$ cat src/rtl/trapu_pkg.sv
package trapu_pkg;
  localparam int XLEN = 32;
  localparam int OPW  = 6;
  localparam int RAW  = 5;

  typedef enum logic [1:0] {RD_SEQ, RD_BR, RD_ILL, RD_IRQ} redir_e;

  function automatic logic [OPW-1:0] opcode_of(input logic [XLEN-1:0] ins);
    return ins[XLEN-1 -: OPW];
  endfunction

  function automatic logic [RAW-1:0] dest_of(input logic [XLEN-1:0] ins);
    return ins[XLEN-OPW-1 -: RAW];
  endfunction

  // Sequential successor: the low bits wrap, the privilege bit is kept.
  function automatic logic [XLEN-1:0] seq_pc(input logic [XLEN-1:0] pc);
    logic [XLEN-2:0] low;
    low = pc[XLEN-2:0] + (XLEN-1)'(4);
    return {pc[XLEN-1], low};
  endfunction

  // Branch target: privilege may be kept or dropped, never gained.
  function automatic logic [XLEN-1:0] branch_pc(input logic [XLEN-1:0] pc,
                                                input logic [XLEN-1:0] tgt);
    return {pc[XLEN-1] & tgt[XLEN-1], tgt[XLEN-2:0]};
  endfunction
endpackage

$ cat src/rtl/trapu_opc_decode.sv
module trapu_opc_decode #(
  parameter int OPW = 6,
  parameter logic [(1<<OPW)-1:0] MASK = '1
) (
  input  logic [OPW-1:0] opc,
  output logic           legal
);
  localparam int NOPC = 1 << OPW;
  logic [NOPC-1:0] hit;

  for (genvar g = 0; g < NOPC; g++) begin : g_slot
    assign hit[g] = (opc == OPW'(g)) && MASK[g];
  end

  assign legal = |hit;
endmodule

$ cat src/rtl/trapu_nextpc.sv
module trapu_nextpc
  import trapu_pkg::*;
#(
  parameter logic [XLEN-1:0] ILL_VEC = 32'h8000_0004,
  parameter logic [XLEN-1:0] IRQ_VEC = 32'h8000_0008
) (
  input  redir_e            kind,
  input  logic [XLEN-1:0]   pc,
  input  logic [XLEN-1:0]   tgt,
  output logic [XLEN-1:0]   npc
);
  always_comb begin
    unique case (kind)
      RD_ILL:  npc = ILL_VEC;
      RD_IRQ:  npc = IRQ_VEC;
      RD_BR:   npc = branch_pc(pc, tgt);
      default: npc = seq_pc(pc);
    endcase
  end

  // a user-mode branch never produces a privileged PC
  always_comb begin
    if (kind == RD_BR && !pc[XLEN-1])
      a_r7_branch_no_raise: assert (!npc[XLEN-1]);
  end
endmodule

$ cat src/rtl/trapu_wb.sv
module trapu_wb
  import trapu_pkg::*;
#(
  parameter int LINK_IDX = 30
) (
  input  redir_e            kind,
  input  logic [XLEN-1:0]   pc,
  input  logic [RAW-1:0]    dest,
  input  logic              dp_we,
  input  logic [XLEN-1:0]   dp_wdata,
  input  logic              dp_mem,
  output logic              we,
  output logic [RAW-1:0]    waddr,
  output logic [XLEN-1:0]   wdata,
  output logic              mem
);
  logic trapping;
  assign trapping = (kind == RD_ILL) || (kind == RD_IRQ);

  always_comb begin
    if (trapping) begin
      we    = 1'b1;
      waddr = RAW'(LINK_IDX);
      wdata = seq_pc(pc);
      mem   = 1'b0;
    end else begin
      we    = dp_we;
      waddr = dest;
      wdata = dp_wdata;
      mem   = dp_mem;
    end
  end
endmodule

$ cat src/rtl/illop_trap_unit.sv
module illop_trap_unit
  import trapu_pkg::*;
#(
  parameter logic [63:0]     IMPL_MASK = 64'hF0FF_FFFF_0000_FFF9,
  parameter logic [XLEN-1:0] ILL_VEC   = 32'h8000_0004,
  parameter logic [XLEN-1:0] IRQ_VEC   = 32'h8000_0008,
  parameter logic [XLEN-1:0] RESET_PC  = 32'h8000_0000,
  parameter int              LINK_IDX  = 30
) (
  input  logic            clk,
  input  logic            rst_n,
  input  logic            valid_i,
  input  logic            stall_i,
  input  logic [31:0]     pc_i,
  input  logic [31:0]     instr_i,
  input  logic            irq_i,
  input  logic            br_take_i,
  input  logic [31:0]     br_target_i,
  input  logic            dp_we_i,
  input  logic [31:0]     dp_wdata_i,
  input  logic            dp_mem_i,
  output logic [31:0]     next_pc_o,
  output logic            trap_o,
  output logic            rf_we_o,
  output logic [4:0]      rf_waddr_o,
  output logic [31:0]     rf_wdata_o,
  output logic            mem_en_o
);
  // Named internal events
  logic            accept;
  logic            legal;
  logic            irq_take;
  logic            trap_evt;
  redir_e          kind;
  logic [XLEN-1:0] npc_d;
  logic            we_d, mem_d;
  logic [RAW-1:0]  waddr_d;
  logic [XLEN-1:0] wdata_d;
  logic            acc_q;
  logic            unused_imm;

  assign unused_imm = ^instr_i[XLEN-OPW-RAW-1:0];
  assign accept     = valid_i && !stall_i;

  trapu_opc_decode #(.OPW(OPW), .MASK(IMPL_MASK)) u_dec (
    .opc   (opcode_of(instr_i)),
    .legal (legal)
  );

  assign irq_take = irq_i && !pc_i[XLEN-1] && legal;
  assign trap_evt = accept && (!legal || irq_take);

  always_comb begin
    if (!legal)          kind = RD_ILL;
    else if (irq_take)   kind = RD_IRQ;
    else if (br_take_i)  kind = RD_BR;
    else                 kind = RD_SEQ;
  end

  trapu_nextpc #(.ILL_VEC(ILL_VEC), .IRQ_VEC(IRQ_VEC)) u_npc (
    .kind (kind),
    .pc   (pc_i),
    .tgt  (br_target_i),
    .npc  (npc_d)
  );

  trapu_wb #(.LINK_IDX(LINK_IDX)) u_wb (
    .kind     (kind),
    .pc       (pc_i),
    .dest     (dest_of(instr_i)),
    .dp_we    (dp_we_i),
    .dp_wdata (dp_wdata_i),
    .dp_mem   (dp_mem_i),
    .we       (we_d),
    .waddr    (waddr_d),
    .wdata    (wdata_d),
    .mem      (mem_d)
  );

  always_ff @(posedge clk) begin
    if (!rst_n) begin
      next_pc_o  <= RESET_PC;
      trap_o     <= 1'b0;
      rf_we_o    <= 1'b0;
      rf_waddr_o <= '0;
      rf_wdata_o <= '0;
      mem_en_o   <= 1'b0;
      acc_q      <= 1'b0;
    end else begin
      acc_q    <= accept;
      trap_o   <= trap_evt;
      rf_we_o  <= accept && we_d;
      mem_en_o <= accept && mem_d;
      if (accept) begin
        next_pc_o  <= npc_d;
        rf_waddr_o <= waddr_d;
        rf_wdata_o <= wdata_d;
      end
    end
  end

  // every trap lands in a privileged vector
  a_r2_trap_privileged: assert property (@(posedge clk) disable iff (!rst_n)
    trap_o |-> next_pc_o[XLEN-1]);

  // a trapping slot issues no memory access
  a_r3_trap_no_mem: assert property (@(posedge clk) disable iff (!rst_n)
    trap_o |-> !mem_en_o);

  // link register write carries the old PC plus 4
  a_r4_trap_link: assert property (@(posedge clk) disable iff (!rst_n)
    trap_o |-> (rf_we_o && rf_waddr_o == RAW'(LINK_IDX)
                && rf_wdata_o[XLEN-2:0] == $past(pc_i[XLEN-2:0]) + 31'd4));

  // without a trap, user code stays in user mode
  a_r6_user_stays_user: assert property (@(posedge clk) disable iff (!rst_n)
    (acc_q && !trap_o && !$past(pc_i[XLEN-1])) |-> !next_pc_o[XLEN-1]);

  // an empty slot leaves nothing behind
  a_r10_idle_quiet: assert property (@(posedge clk) disable iff (!rst_n)
    !acc_q |-> (!trap_o && !rf_we_o && !mem_en_o && $stable(next_pc_o)));
endmodule

$ cat config.mk
export PLATFORM = sky130hd
export DESIGN_NAME = illop_trap_unit
export DESIGN_NICKNAME = d
export VERILOG_FILES = /design/src/rtl/trapu_pkg.sv /design/src/rtl/trapu_opc_decode.sv /design/src/rtl/trapu_nextpc.sv /design/src/rtl/trapu_wb.sv /design/src/rtl/illop_trap_unit.sv
export SDC_FILE = /design/constraint.sdc
export NUM_CORES = 1
export LEC_CHECK = 0
export BUFFER_PORTS_ARGS = -buffer_cell sky130_fd_sc_hd__buf_2
export CAP_MARGIN = 20
export CORE_UTILIZATION = 35
export DETAILED_ROUTE_END_ITERATION = 8
export PLACE_DENSITY = 0.72
export RECOVER_POWER = 50
export SLEW_MARGIN = 5
export SYNTH_ARGS = -nofsm -noshare
export SYNTH_HDL_FRONTEND = slang
export SYNTH_SLANG_ARGS = --single-unit
$ cat constraint.sdc
create_clock -name clk -period 2.7 [get_ports clk]
set_input_delay 0.81 -clock clk [delete_from_list [all_inputs] [get_ports clk]]
set_output_delay 0.81 -clock clk [all_outputs]
set_load 0.03 [all_outputs]
==> metrics.cfg <==
[floorplan]
start_util_pct=36.7
num_io_pins=208
num_rows=36
core_um2=9950
dieArea_um2=10900
fp.dieW_um=104
die_h_um=104

[setup_path]
critical_path_class=input pin to flip-flop
cp.arrival_ps=2500
reg2regPathDepth=3
crit_required_ps=2910
regToRegStartpoint=next_pc_o[28]
worstSetupStartpointType=input pin
cp_max_fo=15
reg2reg_to=next_pc_o[28]
reg2reg_slack_ps=1700
critPathCaptureType=flip-flop

[logic_synthesis]
synth_seq_area_share_pct=39.4
synthArstFlopShare_pct=0
synthCells=463
ys_types=51
synth_area_um2=3650
syn_area_per_cell_um2=7.89
synth-seq-cells=72
ys.warnings.count=0
synth-edff-count=0
yosys_most_used_dff=dfxtp_1
synth_nets=600

[timing]
finalClockSkew_ps=0
setup_violations=0
rsz0062_at_grt=false
worst_pin_slew_ps=680
finalHoldViolCount=0
slew_violations=0
slew_headroom_pct=54.6
fmax_mhz=438
final.min_clock_period_ps=2290
period_share_pct=84.6
setup_tns_ps=0

[clocking]
root_buffer=clkbuf_8
clock-sinks=72
hold_buffers=0
clk_latency_ps=340
cts_tree=built
cts_max_level=3
clk_pin_slew_ps=80
clock_path_buffers=2
postCtsSetupRepairBufs=0
cts_resized=0
cts_buffers=9

[power]
leakage_nw=1.97
peakVddDrop_uv=300
cellPowerDensity_nw_per_um2=546

[grt]
track_usage_pct=24.6
grt_pass1_wl_um=21000
overflow=0
grt_max_degree=37
grt_pass1_vias=4073
antenna_found_initial=0

[route]
drc_errors=0
vias=4242
drtIter0Drc=263
routed_wl_um=13300
routed_via_density=5.42
drtAntennaViolNets=0
wire_per_inst_um=17.0
first_pass_iters=5

[finish]
drive_gt1_share_pct=25.2
area_delta_synth_final_pct=34.5
multi_input_area_um2=2050
final_area_um2=4910
num_antenna_cells=0
nets=783
register_area_um2=1440
instances_no_fill=783
nFillCells=1048

[hold_path]
min_to=next_pc_o[27]
hold_path_depth=2
hold_path_startpoint=next_pc_o[27]
hold_class=flip-flop to flip-flop

[job]
max_cap_violations=0

[status]
status=completed

[placement]
io_buffers=186
place_area_um2=4790
routabilityCongestion=0.848
place_inst=768
dp_hpwl_um=10100

-- per-layer routing --
layer	vias to the layer above	part of all wire [%]	global-route usage (%)
li1	2042	-	-
met1	2003	42	30.1
met2	185	49	42.9
met3	12	7.6	6.08
met4	0	1.0	6.33
met5	-	0	0
-- cells by family after synthesis --
group                      count (synthesis)  synth area share [%]
adders and majority gates                  1                 0.342
buffers and inverters                     44                  4.69
AOI/OAI and AO/OA                        130                  23.1
xor gates and xnor gates                  22                  5.27
and+or+nand+nor                          185                  24.6
muxes                                      9                  2.53
DFF                                       72                  39.4
-- power by group --
part	internal [mW]	switching (mW)
Sequential	1.12	0.0294
Combinational	0.192	0.375
Clock	0.565	0.403
-- flip-flops by register name, indices dropped and copies added (netlist names) --
| name | flops |
|---|---|
| mem_en_o | 1 |
| rf_we_o | 1 |
| next_pc_o | 32 |
| rf_wdata_o | 32 |
| rf_waddr_o | 5 |
| trap_o | 1 |
-- cells in the mapped netlist, types with 3 or more instances --
library cell / instances / share of area, %
mux2i_1: 7 / 1.9
o22ai_1: 4 / 0.68
a32oi_1: 3 / 0.72
o31ai_1: 5 / 1.0
or3_1: 4 / 0.68
clkbuf_1: 28 / 2.9
dfxtp_1: 72 / 39
a311oi_1: 4 / 0.96
nor4_1: 5 / 0.86
a21oi_1: 20 / 2.7
nand3_1: 29 / 4.0
xnor2_1: 9 / 2.2
nand2_1: 74 / 7.6
inv_1: 11 / 1.1
nor3_1: 11 / 1.5
o21ai_0: 48 / 6.6
buf_2: 5 / 0.68
xor2_1: 13 / 3.1
o211ai_1: 4 / 0.82
a31oi_1: 4 / 0.68
nor2_1: 25 / 2.6
o221ai_1: 13 / 3.1
nor2b_1: 4 / 0.68
o2111ai_1: 4 / 0.96
nand4_1: 10 / 1.7
a22o_1: 5 / 1.2
nand2b_1: 8 / 1.4
-- cells in the final DEF, fill, tap and decap left out, types with 5 or more instances in the layout --
cell type and instances:
buf_2 120, nand2_1 74, dfxtp_1 72, clkbuf_1 68, o21ai_0 48, nand3_1 29
nor2_1 24, a21oi_1 20, buf_4 17, xor2_1 13, o221ai_1 13, inv_1 11
nor3_1 11, clkbuf_8 11, nand4_1 10, xnor2_1 9, nand2b_1 8, mux2i_1 7
nor4_1 6, o31ai_1 5, a22o_1 5
-- how the worst max path moves through the flow --
stage                start            end  slack, ps
2_1_floorplan      pc_i[2]  next_pc_o[22]        290
3_3_place_gp       pc_i[3]  next_pc_o[30]        180
5_1_grt        instr_i[29]  next_pc_o[23]        250
6_report       instr_i[26]  next_pc_o[23]        410
4_1_cts            pc_i[3]  next_pc_o[30]        450
3_5_place_dp       pc_i[2]  next_pc_o[30]        100
-- stage by stage --
step / total power, mW / util, % / worst slack, ps / hold slack (ps)
after floorplan: 1.50 / - / 295 / 573
after global routing: 2.80 / 49.4 / 251 / 477
after global placement: 1.74 / 48.1 / 184 / 433
after detailed placement: 1.75 / 48.1 / 99.6 / 436
after CTS: 2.72 / 50.3 / 453 / 446
final: 2.68 / 49.4 / 415 / 449
-- cell type report --
type	instances	share of cell area (%)
Clock inverter	3	1.32
Tap cell	133	3.39
Multi-Input combinational cell	347	41.6
Clock buffer	12	3.16
Timing Repair Buffer	205	20.3
Sequential cell	72	29.3
Inverter	11	0.840
-- worst max-delay path, stage by stage --
cell and delay (ps):
buf_2 100, xnor2_1 110, nor4_1 250, clkbuf_1 400, nor2_1 170, nand2_1 440, o221ai_1 210
(Power assumes the default switching activity.)
